`config.mk`:
```
export PLATFORM = sky130hd
export DESIGN_NAME = banked_regfile
export DESIGN_NICKNAME = d
export VERILOG_FILES = /design/src/rtl/bankrf_pkg.sv /design/src/rtl/bankrf_mode_decode.sv /design/src/rtl/bankrf_index_map.sv /design/src/rtl/bankrf_store.sv /design/src/rtl/banked_regfile.sv
export SDC_FILE = /design/constraint.sdc
export NUM_CORES = 2
export LEC_CHECK = 0
export BUFFER_PORTS_ARGS = -buffer_cell sky130_fd_sc_hd__clkbuf_2
export CORE_UTILIZATION = 57
export DETAILED_ROUTE_END_ITERATION = 6
export GPL_ROUTABILITY_DRIVEN = 1
export GPL_TIMING_DRIVEN = 0
export PLACE_DENSITY = 0.74
export SLEW_MARGIN = 20
export SYNTH_ARGS = -nofsm -noshare
export SYNTH_HDL_FRONTEND = slang
export SYNTH_SLANG_ARGS = --single-unit
```
`constraint.sdc`:
```
create_clock -name clk -period 5 [get_ports clk]
set_input_delay 0.75 -clock clk [delete_from_list [all_inputs] [get_ports clk]]
set_output_delay 0.75 -clock clk [all_outputs]
set_load 0.05 [all_outputs]
```
`src/rtl/bankrf_pkg.sv`:
```
package bankrf_pkg;
   localparam int MODE_W   = 5;
   localparam int IDX_W    = 4;
   localparam int NUM_PHYS = 31;
   localparam int PHYS_W   = $clog2(NUM_PHYS);
   localparam int PC_IDX   = 15;

   localparam logic [MODE_W-1:0] MD_USR = 5'b10000;
   localparam logic [MODE_W-1:0] MD_FIQ = 5'b10001;
   localparam logic [MODE_W-1:0] MD_IRQ = 5'b10010;
   localparam logic [MODE_W-1:0] MD_SVC = 5'b10011;
   localparam logic [MODE_W-1:0] MD_ABT = 5'b10111;
   localparam logic [MODE_W-1:0] MD_UND = 5'b11011;
   localparam logic [MODE_W-1:0] MD_SYS = 5'b11111;

   typedef enum logic [2:0] {
      BK_USR = 3'd0,
      BK_FIQ = 3'd1,
      BK_IRQ = 3'd2,
      BK_SVC = 3'd3,
      BK_ABT = 3'd4,
      BK_UND = 3'd5
   } bank_e;

   // physical layout: 0..14 user, 15 pc, 16..22 fiq r8..r14,
   // 23/24 irq, 25/26 svc, 27/28 abt, 29/30 und (r13/r14)
   localparam logic [PHYS_W-1:0] OFS_FIQ = 5'd8;
   localparam logic [PHYS_W-1:0] OFS_IRQ = 5'd10;
   localparam logic [PHYS_W-1:0] OFS_SVC = 5'd12;
   localparam logic [PHYS_W-1:0] OFS_ABT = 5'd14;
   localparam logic [PHYS_W-1:0] OFS_UND = 5'd16;
endpackage

```
`src/rtl/bankrf_mode_decode.sv`:
```
module bankrf_mode_decode
   import bankrf_pkg::*;
(
   input  logic              clk,
   input  logic              rst_n,
   input  logic [MODE_W-1:0] mode_i,
   output bank_e             bank_o
);
   always_comb begin
      case (mode_i)
         MD_FIQ:  bank_o = BK_FIQ;
         MD_IRQ:  bank_o = BK_IRQ;
         MD_SVC:  bank_o = BK_SVC;
         MD_ABT:  bank_o = BK_ABT;
         MD_UND:  bank_o = BK_UND;
         default: bank_o = BK_USR;
      endcase
   end

   // system mode shares the user bank
   assert_sys_is_user_R5: assert property (@(posedge clk) disable iff (!rst_n)
      (mode_i == MD_SYS) |-> (bank_o == BK_USR));

   // codes outside the seven listed fall back to user
   assert_invalid_is_user_R8: assert property (@(posedge clk) disable iff (!rst_n)
      (mode_i != MD_USR && mode_i != MD_FIQ && mode_i != MD_IRQ && mode_i != MD_SVC &&
       mode_i != MD_ABT && mode_i != MD_UND && mode_i != MD_SYS) |-> (bank_o == BK_USR));
endmodule

```
`src/rtl/bankrf_index_map.sv`:
```
module bankrf_index_map
   import bankrf_pkg::*;
(
   input  logic              clk,
   input  logic              rst_n,
   input  bank_e             bank_i,
   input  logic [IDX_W-1:0]  idx_i,
   output logic [PHYS_W-1:0] phys_o
);
   logic [PHYS_W-1:0] ofs;
   logic              hi_fiq;
   logic              is_spl;

   assign hi_fiq = (idx_i >= 4'd8) && (idx_i <= 4'd14);
   assign is_spl = (idx_i == 4'd13) || (idx_i == 4'd14);

   always_comb begin
      ofs = '0;
      unique case (bank_i)
         BK_FIQ:  if (hi_fiq) ofs = OFS_FIQ;
         BK_IRQ:  if (is_spl) ofs = OFS_IRQ;
         BK_SVC:  if (is_spl) ofs = OFS_SVC;
         BK_ABT:  if (is_spl) ofs = OFS_ABT;
         BK_UND:  if (is_spl) ofs = OFS_UND;
         default: ofs = '0;
      endcase
   end

   assign phys_o = PHYS_W'(idx_i) + ofs;

   assert_phys_range_R4: assert property (@(posedge clk) disable iff (!rst_n)
      phys_o < PHYS_W'(NUM_PHYS));

   assert_low_shared_R2: assert property (@(posedge clk) disable iff (!rst_n)
      (idx_i < 4'd8) |-> (phys_o == PHYS_W'(idx_i)));

   assert_pc_shared_R6: assert property (@(posedge clk) disable iff (!rst_n)
      (idx_i == 4'(PC_IDX)) |-> (phys_o == PHYS_W'(PC_IDX)));

   assert_exc_private_R4: assert property (@(posedge clk) disable iff (!rst_n)
      (is_spl && bank_i != BK_USR) |-> (phys_o >= 5'd16));

   assert_mid_shared_R3: assert property (@(posedge clk) disable iff (!rst_n)
      (idx_i >= 4'd8 && idx_i <= 4'd12 && bank_i != BK_FIQ) |-> (phys_o == PHYS_W'(idx_i)));
endmodule

```
`src/rtl/bankrf_store.sv`:
```
module bankrf_store
   import bankrf_pkg::*;
#(
   parameter int DATA_W         = 32,
   parameter int NUM_RD         = 2,
   parameter bit CLEAR_ON_RESET = 1'b1
) (
   input  logic              clk,
   input  logic              rst_n,
   input  logic              wr_en,
   input  logic [PHYS_W-1:0] wr_phys,
   input  logic [DATA_W-1:0] wr_data,
   input  logic [PHYS_W-1:0] rd_phys [NUM_RD],
   output logic [DATA_W-1:0] rd_data [NUM_RD]
);
   logic [DATA_W-1:0] mem [NUM_PHYS];

   if (CLEAR_ON_RESET) begin : g_clr
      always_ff @(posedge clk or negedge rst_n) begin
         if (!rst_n) begin
            for (int i = 0; i < NUM_PHYS; i++) mem[i] <= '0;
         end else if (wr_en) begin
            mem[wr_phys] <= wr_data;
         end
      end
   end else begin : g_keep
      always_ff @(posedge clk) begin
         if (wr_en) mem[wr_phys] <= wr_data;
      end
   end

   for (genvar p = 0; p < NUM_RD; p++) begin : g_rd
      assign rd_data[p] = mem[rd_phys[p]];
   end

   assert_write_lands_R7: assert property (@(posedge clk) disable iff (!rst_n)
      wr_en |=> (mem[$past(wr_phys)] == $past(wr_data)));

   assert_pc_aligned_R6: assert property (@(posedge clk) disable iff (!rst_n)
      (wr_en && wr_phys == PHYS_W'(PC_IDX)) |=> (mem[PC_IDX][1:0] == 2'b00));

   assert_hold_R9: assert property (@(posedge clk) disable iff (!rst_n)
      (!wr_en) |=> (mem[$past(rd_phys[0])] == $past(rd_data[0])));
endmodule

```
`src/rtl/banked_regfile.sv`:
```
module banked_regfile
   import bankrf_pkg::*;
#(
   parameter int DATA_W         = 32,
   parameter bit CLEAR_ON_RESET = 1'b1
) (
   input  logic              clk,
   input  logic              rst_n,
   input  logic [4:0]        mode_i,
   input  logic [3:0]        rd_a_idx,
   output logic [DATA_W-1:0] rd_a_data,
   input  logic [3:0]        rd_b_idx,
   output logic [DATA_W-1:0] rd_b_data,
   input  logic              wr_en,
   input  logic [3:0]        wr_idx,
   input  logic [DATA_W-1:0] wr_data
);
   localparam int NUM_RD = 2;
   localparam logic [DATA_W-1:0] ALIGN_MASK = ~DATA_W'(3);

   if (DATA_W < 8) begin : g_bad_width
      $error("banked_regfile: DATA_W must be at least 8");
   end

   bank_e             bank;
   logic [IDX_W-1:0]  rd_idx   [NUM_RD];
   logic [PHYS_W-1:0] rd_phys  [NUM_RD];
   logic [DATA_W-1:0] rd_data  [NUM_RD];
   logic [PHYS_W-1:0] wr_phys;
   logic [DATA_W-1:0] wr_data_m;

   assign rd_idx[0] = rd_a_idx;
   assign rd_idx[1] = rd_b_idx;

   bankrf_mode_decode u_dec (
      .clk    (clk),
      .rst_n  (rst_n),
      .mode_i (mode_i),
      .bank_o (bank)
   );

   for (genvar p = 0; p < NUM_RD; p++) begin : g_rmap
      bankrf_index_map u_map (
         .clk    (clk),
         .rst_n  (rst_n),
         .bank_i (bank),
         .idx_i  (rd_idx[p]),
         .phys_o (rd_phys[p])
      );
   end

   bankrf_index_map u_wmap (
      .clk    (clk),
      .rst_n  (rst_n),
      .bank_i (bank),
      .idx_i  (wr_idx),
      .phys_o (wr_phys)
   );

   assign wr_data_m = (wr_idx == 4'(PC_IDX)) ? (wr_data & ALIGN_MASK) : wr_data;

   bankrf_store #(
      .DATA_W         (DATA_W),
      .NUM_RD         (NUM_RD),
      .CLEAR_ON_RESET (CLEAR_ON_RESET)
   ) u_store (
      .clk     (clk),
      .rst_n   (rst_n),
      .wr_en   (wr_en),
      .wr_phys (wr_phys),
      .wr_data (wr_data_m),
      .rd_phys (rd_phys),
      .rd_data (rd_data)
   );

   assign rd_a_data = rd_data[0];
   assign rd_b_data = rd_data[1];

   assert_same_idx_R10: assert property (@(posedge clk) disable iff (!rst_n)
      (rd_a_idx == rd_b_idx) |-> (rd_a_data == rd_b_data));

   assert_pc_read_aligned_R6: assert property (@(posedge clk) disable iff (!rst_n)
      (rd_a_idx == 4'(PC_IDX)) |-> (rd_a_data[1:0] == 2'b00));
endmodule

```
==> reports/metrics.json <==
{
  "routing": {
    "detail_route.first_pass.iterations": 6,
    "wire_per_inst_um": 34.6,
    "detail-route-antenna-nets": 0,
    "viasPerCell": 7.07,
    "drt-total-wl_um": 199000,
    "detailedRoute.firstIterationViolations": 5310,
    "vias": 40713,
    "drc": 0
  },
  "yosys": {
    "post_synth_main_area_contributors": "sky130_fd_sc_hd__dfrtp_1 45%, sky130_fd_sc_hd__mux2_2 23%, sky130_fd_sc_hd__mux2i_1 9.8%",
    "ys_top_cells_by_count": "1113 x sky130_fd_sc_hd__mux2_2, 992 x sky130_fd_sc_hd__dfrtp_1, 533 x sky130_fd_sc_hd__mux2i_1",
    "yosys_warnings": 0,
    "post_synth.cell_area_avg_um2": 13.2,
    "synth_seq_area_share_pct": 45.4,
    "synth_top_flop_cell": "sky130_fd_sc_hd__dfrtp_1",
    "synthesized_net_count": 4204,
    "postSynth.asyncResetShare_pct": 100,
    "post-synth-top-area-cell": "sky130_fd_sc_hd__dfrtp_1",
    "number_of_standard_cells_after_synthesis": 4140,
    "yosysTopAreaCellShare_pct": 45.4,
    "synth_edf_count": 0,
    "synthMostInstantiatedCell": "sky130_fd_sc_hd__mux2_2",
    "post_synth_instance_area_um2": 54600,
    "synth-seq-cells": 992,
    "ys_types": 41
  },
  "placed_design": {
    "placed_cells_incl_taps": 5534,
    "buffer_ports.inserted": 113,
    "detailedPlacementHpwl_um": 136000,
    "place.gp.congestion": 0.992,
    "detailed_place.area_um2": 57400
  },
  "setup_path": {
    "worst-endpoint-required_ns": 4.25,
    "crit_fanout": 10,
    "crit_arrival_ns": 4.31,
    "cp-start-kind": "input port",
    "end_kind": "output pin",
    "critical_path_class": "input port to output pin"
  },
  "floorplanning": {
    "num_io_pins": 116,
    "effective_utilization_at_floorplan_pct": 57.5,
    "chipWidth_um": 312,
    "fp-row-count": 113,
    "dieArea_um2": 97100,
    "dieHeight_um": 312,
    "placeableCoreArea_um2": 95000
  },
  "layout": {
    "layout_top_registers": "u_store.mem: 992 flops",
    "max_reg_flops": 992,
    "number_of_nets_in_the_layout": 4456,
    "final.fill_count": 6995,
    "filler_free_cell_count_of_the_finished_design": 5756,
    "layout-drive-gt1-share_pct": 46.4,
    "final_design_area_no_fill_um2": 63100,
    "area_growth_syn_to_layout_pct": 15.6,
    "top_register": "u_store.mem"
  },
  "grt": {
    "grt_use_total_pct": 40.9,
    "maximum_number_of_pins_on_one_net_before_global_route_repair": 92,
    "global_route.overflow_total": 0,
    "grt_first_pass_wirelength_um": 286000,
    "grt_pass1_vias": 41012,
    "antenna_found_initial": 2
  },
  "clock_tree": {
    "numCtsBuffers": 109,
    "clock_tree.htree_level_count": 3,
    "clock_sink_count": 992,
    "clock_tree_from_tritoncts": "yes",
    "clk_root_buffer_cell": "sky130_fd_sc_hd__clkbuf_16",
    "clockBufferDepth": 3,
    "clk-insertion-delay-late_ns": 0.72,
    "clkTransAtPathRegs_ns": 0.06
  },
  "timing": {
    "hold_slack_ns": 0.313,
    "setup_slack_ns": -0.0597,
    "report.final.slew_viol_count": 0,
    "achievable-frequency_mhz": 198,
    "finalCriticalPeriod_ns": 5.06,
    "hold_viol": 0,
    "slew-limit-headroom_pct": 14.7,
    "share_of_the_cycle_needed_by_the_critical_path_after_routing_pct": 101,
    "max_clock_skew_ns": 0,
    "setup_viol": 17,
    "rsz0062_at_grt": "true",
    "timing_worst_slew_pin_value_ns": 1.28
  },
  "run": {
    "cap_violations": 0
  },
  "power_and_ir_drop": {
    "total_power_w": 0.0245,
    "power.density_cell_area_nw_per_um2": 388,
    "power.ir.vdd_worst_mv": 0.393,
    "total_leakage_power_nw": 29.2
  },
  "run_status": {
    "failed_checks": "setup timing",
    "outcome": "complete, but fails checks"
  },
  "hold_path": {
    "hold_path.class": "input port to register"
  }
}
worst paths after layout:
check / start / endpoint / slack (ns) / cells past startpoint
worst max-delay path: mode_i[4] / rd_b_data[31] / -0.06 / 15
worst min-delay path: wr_data[6] / u_store.mem[582] / 0.31 / 2
worst max register to register: u_store.mem[608] / u_store.mem[608] / 4.16 / 1
worst min register to register: u_store.mem[475] / u_store.mem[475] / 0.52 / 1
max in group asynchronous: rst_n / u_store.mem[567] / 2.80 / 5
min in group asynchronous: rst_n / u_store.mem[390] / 0.53 / 2
placed cells by master (no fill, tap or decap), types with 39 or more instances in the layout:
cell                           n
sky130_fd_sc_hd__clkbuf_16   113
sky130_fd_sc_hd__clkbuf_4     52
sky130_fd_sc_hd__dfrtp_1     992
sky130_fd_sc_hd__mux2i_1     525
sky130_fd_sc_hd__o21ai_0      39
sky130_fd_sc_hd__clkbuf_8     62
sky130_fd_sc_hd__nand2_1     237
sky130_fd_sc_hd__clkbuf_1    155
sky130_fd_sc_hd__mux4_2      202
sky130_fd_sc_hd__clkbuf_2     90
sky130_fd_sc_hd__a22oi_1     184
sky130_fd_sc_hd__a221oi_1     88
sky130_fd_sc_hd__buf_4        53
sky130_fd_sc_hd__mux2_2     1113
sky130_fd_sc_hd__buf_2       123
repair_timing:
action,4_1_cts,5_1_grt
hold buffers,1,0
resized for setup,433,229
pin swaps,9,15
setup buffers,9,5
gates cloned,0,2
setup endpoints to repair,64,64
hold endpoints to repair,34,0
stage by stage:
step                TNS (ns)  setup WS (ns)  util [%]
global placement           -         -21.17      60.0
global route           -1.55        -0.0890      66.4
floorplan                  0         0.0428         -
finish                -0.387        -0.0597      66.4
detailed placement   -145.69          -2.43      60.5
CTS                  -0.0141        -0.0141      65.8
kinds of logic after synthesis:
logic type,after synthesis,synth area share [%]
mux,1878,41.9
flops,992,45.4
compound gates,423,5.69
fa+ha+maj,12,0.316
buf+inv,432,3.30
simple gates,391,3.18
xor+xnor,12,0.206
report_power, final:
group	total [W]	internal (W)	switching, W	leakage, nW
Sequential	0.0103	0.00927	0.00100	13.0
Clock	0.00833	0.00478	0.00355	1.83
Combinational	0.00592	0.00284	0.00307	14.4
worst max-delay path: stages:
cell                         delay, ns
sky130_fd_sc_hd__clkbuf_2         0.11
sky130_fd_sc_hd__clkinvlp_4       0.11
sky130_fd_sc_hd__nor3b_4          0.26
sky130_fd_sc_hd__nand3_2          0.17
sky130_fd_sc_hd__nor2_2           0.11
sky130_fd_sc_hd__ha_2             0.27
sky130_fd_sc_hd__buf_2            0.21
sky130_fd_sc_hd__buf_4            0.24
sky130_fd_sc_hd__nor2b_2          0.43
sky130_fd_sc_hd__clkbuf_4         0.40
sky130_fd_sc_hd__a221oi_1         0.14
sky130_fd_sc_hd__a221oi_1         0.34
sky130_fd_sc_hd__mux2i_1          0.19
sky130_fd_sc_hd__mux2i_4          0.29
sky130_fd_sc_hd__buf_4            0.26
layer usage:
metal / part of all wire, % / global-route usage [%] / vias up
met5: 0.068 / 1.28 / -
met4: 7.5 / 25.9 / 4
met3: 12 / 14.9 / 759
met2: 43 / 58.5 / 2744
met1: 38 / 52.5 / 21069
li1: - / - / 16137
area by class of cell:
class | count | area, um2 | area share (%)
inverter | 8 | 33.8 | 0.0535
timing repair buffer | 146 | 1380 | 2.18
sequential | 992 | 24800 | 39.3
tap | 1265 | 1580 | 2.51
buffer | 419 | 2770 | 4.39
clock buffer | 165 | 3270 | 5.18
clock inverter | 39 | 409 | 0.648
multi-input combinational | 2716 | 28800 | 45.7
antenna | 6 | 15.0 | 0.0238
No activity file was read; power rests on OpenSTA's default activity.
